===== config.mk =====
export PLATFORM = sky130hd
export DESIGN_NAME = i2cs_top
export DESIGN_NICKNAME = d
export VERILOG_FILES = /design/src/rtl/i2cs_pkg.sv /design/src/rtl/i2cs_line_mon.sv /design/src/rtl/i2cs_regs.sv /design/src/rtl/i2cs_engine.sv /design/src/rtl/i2cs_top.sv
export SDC_FILE = /design/constraint.sdc
export NUM_CORES = 1
export LEC_CHECK = 0
export BUFFER_PORTS_ARGS = -buffer_cell sky130_fd_sc_hd__buf_2
export CAP_MARGIN = 10
export CORE_ASPECT_RATIO = 1.1
export CORE_MARGIN = 1
export CORE_UTILIZATION = 54
export DETAILED_ROUTE_END_ITERATION = 8
export PLACE_DENSITY = 0.75
export SLEW_MARGIN = 15
export SYNTH_ARGS = -nofsm -noshare
export SYNTH_HDL_FRONTEND = slang
export SYNTH_SLANG_ARGS = --single-unit

===== constraint.sdc =====
create_clock -name clk -period 2.3 [get_ports clk]
set_input_delay 0.345 -clock clk [delete_from_list [all_inputs] [get_ports clk]]
set_output_delay 0.345 -clock clk [all_outputs]
set_load 0.01 [all_outputs]

===== src/rtl/i2cs_pkg.sv =====
package i2cs_pkg;
    localparam int BYTE_W      = 8;
    localparam int SADDR_W     = BYTE_W - 1;
    localparam int CNT_W       = $clog2(BYTE_W + 1);
    localparam int SYNC_STAGES = 2;

    localparam logic [1:0] OFS_CTRL  = 2'd0;
    localparam logic [1:0] OFS_SADDR = 2'd1;
    localparam logic [1:0] OFS_TXD   = 2'd2;
    localparam logic [1:0] OFS_RXD   = 2'd3;

    localparam int ST_EN    = 0;
    localparam int ST_RXBF  = 1;
    localparam int ST_TXBE  = 2;
    localparam int ST_MATCH = 3;
    localparam int ST_RXAK  = 4;
    localparam int ST_TXIF  = 5;

    typedef enum logic [2:0] {
        S_IDLE, S_ADDR, S_ADDR_ACK, S_RX, S_RX_ACK, S_TX, S_TX_ACK, S_HOLD
    } eng_state_e;

    typedef struct packed {
        eng_state_e        state;
        logic [CNT_W-1:0]  cnt;
        logic [BYTE_W-1:0] sh;
        logic [BYTE_W-1:0] tx;
        logic [BYTE_W-1:0] rx;
        logic              txbe;
        logic              rxbf;
        logic              match;
        logic              rxak;
        logic              rw;
        logic              txif;
    } eng_regs_t;

    typedef struct packed {
        logic               en;
        logic [SADDR_W-1:0] own;
    } cfg_regs_t;
endpackage


===== src/rtl/i2cs_line_mon.sv =====
module i2cs_line_mon
    import i2cs_pkg::*;
#(
    parameter int STAGES = SYNC_STAGES
) (
    input  logic clk,
    input  logic rst_n,
    input  logic scl_i,
    input  logic sda_i,
    output logic sda_s,
    output logic scl_rise,
    output logic scl_fall,
    output logic start_ev,
    output logic stop_ev
);
    typedef struct packed {
        logic [STAGES-1:0] scl_p;
        logic [STAGES-1:0] sda_p;
        logic              scl_old;
        logic              sda_old;
    } mon_t;

    mon_t m_d, m_q;
    logic scl_s;

    always_comb begin
        m_d         = m_q;
        m_d.scl_p   = {m_q.scl_p[STAGES-2:0], scl_i};
        m_d.sda_p   = {m_q.sda_p[STAGES-2:0], sda_i};
        m_d.scl_old = m_q.scl_p[STAGES-1];
        m_d.sda_old = m_q.sda_p[STAGES-1];
    end

    always_ff @(posedge clk or negedge rst_n) begin
        if (!rst_n) m_q <= '1;
        else        m_q <= m_d;
    end

    assign scl_s    = m_q.scl_p[STAGES-1];
    assign sda_s    = m_q.sda_p[STAGES-1];
    assign scl_rise = scl_s & ~m_q.scl_old;
    assign scl_fall = ~scl_s & m_q.scl_old;
    assign start_ev = scl_s & m_q.scl_old & m_q.sda_old & ~sda_s;
    assign stop_ev  = scl_s & m_q.scl_old & ~m_q.sda_old & sda_s;
endmodule


===== src/rtl/i2cs_regs.sv =====
module i2cs_regs
    import i2cs_pkg::*;
(
    input  logic               clk,
    input  logic               rst_n,
    input  logic               cpu_we,
    input  logic               cpu_re,
    input  logic [1:0]         cpu_addr,
    input  logic [BYTE_W-1:0]  cpu_wdata,
    input  logic               txbe,
    input  logic               rxbf,
    input  logic               match,
    input  logic               rxak,
    input  logic               txif,
    input  logic [BYTE_W-1:0]  tx_data,
    input  logic [BYTE_W-1:0]  rx_data,
    output logic               en,
    output logic [SADDR_W-1:0] own_addr,
    output logic [BYTE_W-1:0]  cpu_rdata,
    output logic               tx_wr,
    output logic               rx_rd,
    output logic               txif_clr
);
    cfg_regs_t c_d, c_q;
    logic      unused_wtop;

    assign unused_wtop = cpu_wdata[BYTE_W-1];

    always_comb begin
        c_d = c_q;
        if (cpu_we && cpu_addr == OFS_CTRL)  c_d.en  = cpu_wdata[ST_EN];
        if (cpu_we && cpu_addr == OFS_SADDR) c_d.own = cpu_wdata[SADDR_W-1:0];
    end

    always_ff @(posedge clk or negedge rst_n) begin
        if (!rst_n) c_q <= '0;
        else        c_q <= c_d;
    end

    assign en       = c_q.en;
    assign own_addr = c_q.own;
    assign tx_wr    = cpu_we && cpu_addr == OFS_TXD;
    assign rx_rd    = cpu_re && cpu_addr == OFS_RXD;
    assign txif_clr = cpu_we && cpu_addr == OFS_CTRL && cpu_wdata[ST_TXIF];

    always_comb begin
        cpu_rdata = '0;
        case (cpu_addr)
            OFS_CTRL: begin
                cpu_rdata[ST_EN]    = c_q.en;
                cpu_rdata[ST_RXBF]  = rxbf;
                cpu_rdata[ST_TXBE]  = txbe;
                cpu_rdata[ST_MATCH] = match;
                cpu_rdata[ST_RXAK]  = rxak;
                cpu_rdata[ST_TXIF]  = txif;
            end
            OFS_SADDR: cpu_rdata[SADDR_W-1:0] = c_q.own;
            OFS_TXD:   cpu_rdata = tx_data;
            default:   cpu_rdata = rx_data;
        endcase
    end
endmodule


===== src/rtl/i2cs_engine.sv =====
module i2cs_engine
    import i2cs_pkg::*;
(
    input  logic               clk,
    input  logic               rst_n,
    input  logic               en,
    input  logic [SADDR_W-1:0] own_addr,
    input  logic               sda_s,
    input  logic               scl_rise,
    input  logic               scl_fall,
    input  logic               start_ev,
    input  logic               stop_ev,
    input  logic               tx_wr,
    input  logic [BYTE_W-1:0]  tx_wdata,
    input  logic               rx_rd,
    input  logic               txif_clr,
    output logic               scl_oe,
    output logic               sda_oe,
    output logic [BYTE_W-1:0]  tx_data,
    output logic [BYTE_W-1:0]  rx_data,
    output logic               txbe,
    output logic               rxbf,
    output logic               match,
    output logic               rxak,
    output logic               txif
);
    localparam logic [CNT_W-1:0] FULL    = CNT_W'(BYTE_W);
    localparam logic [CNT_W-1:0] FULL_M1 = CNT_W'(BYTE_W - 1);

    eng_regs_t         r_d, r_q;
    logic              do_load;
    logic              have_tx;
    logic [BYTE_W-1:0] tx_src;

    always_comb begin
        r_d     = r_q;
        do_load = 1'b0;
        have_tx = tx_wr || !r_q.txbe;
        tx_src  = tx_wr ? tx_wdata : r_q.tx;

        if (tx_wr) begin
            r_d.tx   = tx_wdata;
            r_d.txbe = 1'b0;
        end
        if (rx_rd)    r_d.rxbf = 1'b0;
        if (txif_clr) r_d.txif = 1'b0;

        if (start_ev) begin
            r_d.state = S_ADDR;
            r_d.cnt   = '0;
        end else if (stop_ev) begin
            r_d.state = S_IDLE;
        end else begin
            case (r_q.state)
                S_ADDR, S_RX: begin
                    if (scl_rise && r_q.cnt != FULL) begin
                        r_d.sh  = {r_q.sh[BYTE_W-2:0], sda_s};
                        r_d.cnt = r_q.cnt + 1'b1;
                    end else if (scl_fall && r_q.cnt == FULL) begin
                        if (r_q.state == S_ADDR) begin
                            if (r_q.sh[BYTE_W-1:1] == own_addr) begin
                                r_d.state = S_ADDR_ACK;
                                r_d.rw    = r_q.sh[0];
                                if (!r_q.rxbf) begin
                                    r_d.rx    = r_q.sh;
                                    r_d.rxbf  = 1'b1;
                                    r_d.match = 1'b1;
                                end
                            end else begin
                                r_d.state = S_IDLE;
                            end
                        end else begin
                            r_d.state = S_RX_ACK;
                            if (!r_q.rxbf) begin
                                r_d.rx    = r_q.sh;
                                r_d.rxbf  = 1'b1;
                                r_d.match = 1'b0;
                            end
                        end
                    end
                end
                S_ADDR_ACK: begin
                    if (scl_fall) begin
                        if (r_q.rw) begin
                            if (have_tx) do_load = 1'b1;
                            else         r_d.state = S_HOLD;
                        end else begin
                            r_d.state = S_RX;
                            r_d.cnt   = '0;
                        end
                    end
                end
                S_RX_ACK: begin
                    if (scl_fall) begin
                        r_d.state = S_RX;
                        r_d.cnt   = '0;
                    end
                end
                S_TX: begin
                    if (scl_fall) begin
                        r_d.sh  = {r_q.sh[BYTE_W-2:0], 1'b1};
                        r_d.cnt = r_q.cnt + 1'b1;
                        if (r_q.cnt == FULL_M1) r_d.state = S_TX_ACK;
                    end
                end
                S_TX_ACK: begin
                    if (scl_rise) begin
                        r_d.rxak = sda_s;
                    end else if (scl_fall) begin
                        if (r_q.rxak)  r_d.state = S_IDLE;
                        else if (have_tx) do_load = 1'b1;
                        else           r_d.state = S_HOLD;
                    end
                end
                S_HOLD: begin
                    if (tx_wr) do_load = 1'b1;
                end
                default: ;
            endcase
        end

        if (do_load) begin
            r_d.sh    = tx_src;
            r_d.tx    = tx_src;
            r_d.txbe  = 1'b1;
            r_d.txif  = 1'b1;
            r_d.cnt   = '0;
            r_d.state = S_TX;
        end

        if (!en) begin
            r_d.state = S_IDLE;
            r_d.txbe  = 1'b1;
            r_d.rxbf  = 1'b0;
        end
    end

    always_ff @(posedge clk or negedge rst_n) begin
        if (!rst_n) begin
            r_q       <= '0;
            r_q.state <= S_IDLE;
            r_q.tx    <= '1;
            r_q.txbe  <= 1'b1;
        end else begin
            r_q <= r_d;
        end
    end

    assign scl_oe  = r_q.state == S_HOLD;
    assign sda_oe  = r_q.state == S_ADDR_ACK || r_q.state == S_RX_ACK
                  || (r_q.state == S_TX && !r_q.sh[BYTE_W-1]);
    assign tx_data = r_q.tx;
    assign rx_data = r_q.rx;
    assign txbe    = r_q.txbe;
    assign rxbf    = r_q.rxbf;
    assign match   = r_q.match;
    assign rxak    = r_q.rxak;
    assign txif    = r_q.txif;
endmodule


===== src/rtl/i2cs_top.sv =====
module i2cs_top
    import i2cs_pkg::*;
(
    input  logic              clk,
    input  logic              rst_n,
    input  logic              cpu_we,
    input  logic              cpu_re,
    input  logic [1:0]        cpu_addr,
    input  logic [BYTE_W-1:0] cpu_wdata,
    output logic [BYTE_W-1:0] cpu_rdata,
    input  logic              scl_i,
    input  logic              sda_i,
    output logic              scl_oe,
    output logic              sda_oe,
    output logic              tx_irq
);
    logic               en_w, tx_wr_w, rx_rd_w, txif_clr_w;
    logic [SADDR_W-1:0] own_w;
    logic               sda_s_w, rise_w, fall_w, start_w, stop_w;
    logic               txbe_w, rxbf_w, match_w, rxak_w;
    logic [BYTE_W-1:0]  tx_data_w, rx_data_w;

    i2cs_line_mon #(.STAGES(SYNC_STAGES)) u_mon (
        .clk(clk), .rst_n(rst_n), .scl_i(scl_i), .sda_i(sda_i),
        .sda_s(sda_s_w), .scl_rise(rise_w), .scl_fall(fall_w),
        .start_ev(start_w), .stop_ev(stop_w)
    );

    i2cs_regs u_regs (
        .clk(clk), .rst_n(rst_n), .cpu_we(cpu_we), .cpu_re(cpu_re),
        .cpu_addr(cpu_addr), .cpu_wdata(cpu_wdata),
        .txbe(txbe_w), .rxbf(rxbf_w), .match(match_w), .rxak(rxak_w),
        .txif(tx_irq), .tx_data(tx_data_w), .rx_data(rx_data_w),
        .en(en_w), .own_addr(own_w), .cpu_rdata(cpu_rdata),
        .tx_wr(tx_wr_w), .rx_rd(rx_rd_w), .txif_clr(txif_clr_w)
    );

    i2cs_engine u_eng (
        .clk(clk), .rst_n(rst_n), .en(en_w), .own_addr(own_w),
        .sda_s(sda_s_w), .scl_rise(rise_w), .scl_fall(fall_w),
        .start_ev(start_w), .stop_ev(stop_w),
        .tx_wr(tx_wr_w), .tx_wdata(cpu_wdata), .rx_rd(rx_rd_w),
        .txif_clr(txif_clr_w), .scl_oe(scl_oe), .sda_oe(sda_oe),
        .tx_data(tx_data_w), .rx_data(rx_data_w), .txbe(txbe_w),
        .rxbf(rxbf_w), .match(match_w), .rxak(rxak_w), .txif(tx_irq)
    );
endmodule


==> parameters.txt <==
Parameter                              Value

Final layout
  Total number of nets in the final design ... 278
  Core occupancy in the finished layout ... 65.3%
  Antenna diode instance count ... 0
  Share of post-route cells with drive strength above 1 ... 38.3%
  Area growth from synthesis to layout ... 13.3%

Synthesis
  Syn Area/Cell ... 12.3 µm²
  Share of Yosys cell area claimed by the top area cell type ... 32.9%
  Sequential element share of the synthesized area ... 47.3%
  Register bit count reported by yosys ... 51
  Synthesized instance count ... 222
  Post-Synthesis Cell Area ... 2740 µm²
  Area leader, netlist ... sky130_fd_sc_hd__dfrtp_1
  Number of distinct standard cells referenced by the synthesized netlist ... 51
  Main flop type after synthesis ... sky130_fd_sc_hd__dfrtp_1
  Synth area leaders ... sky130_fd_sc_hd__dfrtp_1 33%, sky130_fd_sc_hd__dfstp_2 14%, sky130_fd_sc_hd__mux2_1 7.0%
  Post-synth net total ... 240
  Number of flops mapped to enable cells by yosys ... 0
  Share of flip-flops with an asynchronous set or reset after synthesis ... 100%
  Count of yosys warnings during synthesis ... 0

STA
  Transition at the pin with the smallest max-transition slack ... 0.650 ns
  Worst slew margin relative to its limit ... 56.7%
  Final period utilization ... 94.5%
  Fmax ... 460 MHz
  Clock period minus worst slack ... 2.17 ns
  Max-slew violations ... 0
  Worst slack on hold paths ... 0.136 ns
  Final Hold Vio Count ... 0
  Unrepaired setup endpoints after global routing ... false
  Setup TNS ... 0 ns
  Worst setup skew after layout ... 0.0101 ns
  Setup violators final ... 0

Floorplan
  Number of I/O pins ... 27
  Die W ... 69.9 µm
  Total die area ... 5350 µm²
  Number of core rows ... 26
  Die H ... 76.6 µm
  Effective utilization at floorplan ... 57.6%
  Floorplan Core Area ... 4750 µm²

Clocking
  Clock tree from TritonCTS ... built
  H-Tree Depth ... 2
  Num CTS Buffers ... 5
  Clk Latency, worst-skew pair ... 0.30 ns
  Buffer depth of the longest clock path ... 2
  CTS root buffer ... sky130_fd_sc_hd__clkbuf_8
  CTS clk-pin slew, worst paths ... 0.09 ns
  Num Clock Sinks ... 51
  Count of hold buffers inserted by post-cts repair ... 0

Outcome
  Outcome ... finished clean

Job
  Count of maximum capacitance violations ... 0

Setup path
  List of cells traversed by the critical path ... or4b_1 > a21oi_2 > nor2_2 > or4_1 > a21oi_1
  Signal arrival time at the worst endpoint ... 2.40 ns
  Type of destination of the critical path ... register
  Kind of cell with the highest combined delay on the critical path ... simple AND/OR/NAND/NOR gates
  CP max stage delay ... 0.59 ns
  Number of buffer and inverter stages on the critical path ... 0
  Critical path start-end classification ... reg -> reg
  Maximum fanout count along the critical path ... 11
  Cell with the largest stage delay on the worst path ... sky130_fd_sc_hd__or4b_1
  Worst path required time ... 2.53 ns
  Type of element launching the critical path ... register

Power
  Total power density per cell area ... 649 nW/µm²
  Pwr Total ... 2.01 mW
  Static leakage ... 1.38 nW
  Peak supply drop ... 0.462 mV

Global route
  GRT busiest layer ... met2
  Met2 track utilization from global routing ... 38.8%
  Number of global-route vias before repair ... 1964
  Residual overflow from global routing ... 0
  First-pass GRT wire length ... 9.97 mm
  Fraction of met3 tracks used by global routing ... 3.97%
  Initial antenna violation count ... 0
  Met1 GRT Util ... 33.3%
  Total track usage ... 24.2%
  Maximum number of pins on one net before global-route repair ... 52

Place
  Final HPWL DP ... 4.30 mm
  Port Buffer Count ... 26
  Gpl congestion ... 0.882

Route
  ANT nets after route ... 0
  Final routed wirelength across all metal layers ... 5.94 mm
  Via total after detailed routing ... 1924
  Routed vias/inst ... 6.07
  Detailed-routing iteration count for the pre-antenna-repair pass ... 4
  Post-detailed-route wirelength per cell ... 18.7 µm
  Drt drc ... 0
  Number of DRC markers after the initial detailed-route iteration ... 109

Worst hold path
  Type of the worst min-delay path ... in -> async
## power breakdown
| group | switching (mW) | internal (mW) |
|---|---|---|
| clock network | 0.292 | 0.209 |
| logic | 0.179 | 0.209 |
| registers | 0.104 | 1.02 |
## worst paths after layout
check / depth (start not counted) / slack (ns) / start / to
max: 5 / 0.13 / u_eng.r_q[34]$_DFFE_PN0P_ / u_eng.r_q[33]$_DFFE_PN0P_
min: 2 / 0.14 / rst_n / u_eng.r_q[32]$_DFFE_PN0P_
max reg2reg: 5 / 0.13 / u_eng.r_q[34]$_DFFE_PN0P_ / u_eng.r_q[33]$_DFFE_PN0P_
max in group asynchronous: 2 / 1.68 / rst_n / u_eng.r_q[36]$_DFFE_PN0P_
min in group clk: 1 / 0.14 / sda_i / u_mon.m_d[3]$_DFF_PN1_
min reg2reg: 0 / 0.35 / u_mon.m_d[5]$_DFF_PN1_ / u_mon.m_d[1]$_DFF_PN1_
## kinds of logic (layout without fill, tap and decap cells)
group           after synthesis  after routing  synth area share [%]
simple gates                 57             57                  12.1
fa+ha+maj                     2              2                 0.915
compound gates               40             40                  11.3
xor+xnor                      9              9                  2.88
mux                          48             48                  23.3
buf+inv                      15             54                  2.20
flops                        51             51                  47.3
## per-stage QoR
stage / setup slack [ns] / instances / area, µm²
after floorplan: 0.258 / 222 / 2740
after global placement: 0.166 / 309 / 3010
after detailed placement: 0.130 / 309 / 3010
after CTS: 0.112 / 317 / 3100
after global routing: 0.00397 / 317 / 3100
final: 0.125 / 317 / 3100
## synth_stat cells (3+ instances only)
library cell / instances
sky130_fd_sc_hd__o21ai_0: 3
sky130_fd_sc_hd__o311a_1: 3
sky130_fd_sc_hd__dfstp_2: 15
sky130_fd_sc_hd__nor2b_1: 3
sky130_fd_sc_hd__mux4_2: 6
sky130_fd_sc_hd__a31oi_1: 3
sky130_fd_sc_hd__clkbuf_1: 4
sky130_fd_sc_hd__xnor2_1: 8
sky130_fd_sc_hd__mux2_4: 8
sky130_fd_sc_hd__dfrtp_1: 36
sky130_fd_sc_hd__nand2_1: 12
sky130_fd_sc_hd__mux2_2: 16
sky130_fd_sc_hd__mux2_1: 17
sky130_fd_sc_hd__buf_2: 3
sky130_fd_sc_hd__nor2_1: 11
sky130_fd_sc_hd__nor3_1: 4
sky130_fd_sc_hd__nand3_1: 3
sky130_fd_sc_hd__inv_1: 7
sky130_fd_sc_hd__nand2b_1: 5
sky130_fd_sc_hd__o21ai_1: 4
sky130_fd_sc_hd__a21oi_1: 9
## layout by cell type (no fill, tap or decap), types with 3 or more instances in the layout
master                      n
sky130_fd_sc_hd__mux2_4     8
sky130_fd_sc_hd__a31oi_1    3
sky130_fd_sc_hd__o21ai_1    4
sky130_fd_sc_hd__xnor2_1    8
sky130_fd_sc_hd__nand3_1    3
sky130_fd_sc_hd__mux2_2    16
sky130_fd_sc_hd__o311a_1    3
sky130_fd_sc_hd__buf_2     26
sky130_fd_sc_hd__dfrtp_1   35
sky130_fd_sc_hd__buf_4     12
sky130_fd_sc_hd__o21ai_0    3
sky130_fd_sc_hd__inv_1      7
sky130_fd_sc_hd__dfstp_2   15
sky130_fd_sc_hd__clkinv_2   3
sky130_fd_sc_hd__clkbuf_8   5
sky130_fd_sc_hd__nor3_1     4
sky130_fd_sc_hd__nor2b_1    3
sky130_fd_sc_hd__mux2_1    17
sky130_fd_sc_hd__nand2_1   12
sky130_fd_sc_hd__nor2_1    10
sky130_fd_sc_hd__mux4_2     6
sky130_fd_sc_hd__a21oi_1    9
sky130_fd_sc_hd__nand2b_1   5
## flip-flops by register name, summed over array words and instances (netlist names)
register,count
u_eng.r_q,16
u_eng.rx_data,8
u_eng.tx_data,8
u_regs.own_addr,7
u_mon.m_d,3
u_mon.m_q,2
u_eng.match,1
u_eng.rxak,1
u_eng.rxbf,1
u_eng.txbe,1
u_eng.txif,1
u_mon.sda_s,1
u_regs.en,1
## what timing repair did
| item | 4_1_cts | 5_1_grt |
|---|---|---|
| buffers inserted | 0 | 0 |
| endpoints found under the setup margin | 0 | 14 |
| resized for setup | 0 | 2 |
## layout make-up
type | count | area [µm²]
Clock buffer | 5 | 68.8
Clock inverter | 3 | 15.0
Fill cell | 363 | 1650
Inverter | 7 | 26.3
Multi-Input combinational cell | 156 | 1380
Sequential cell | 51 | 1300
Tap cell | 56 | 70.1
Timing Repair Buffer | 39 | 240
## per-layer routing
metal  vias to the layer above  routed length (µm)
li1                        900                   -
met1                       973                2690
met2                        43                2980
met3                         8                 177
met4                         0                  88
met5                         -                   0
No activity file was read; power rests on OpenSTA's default activity.
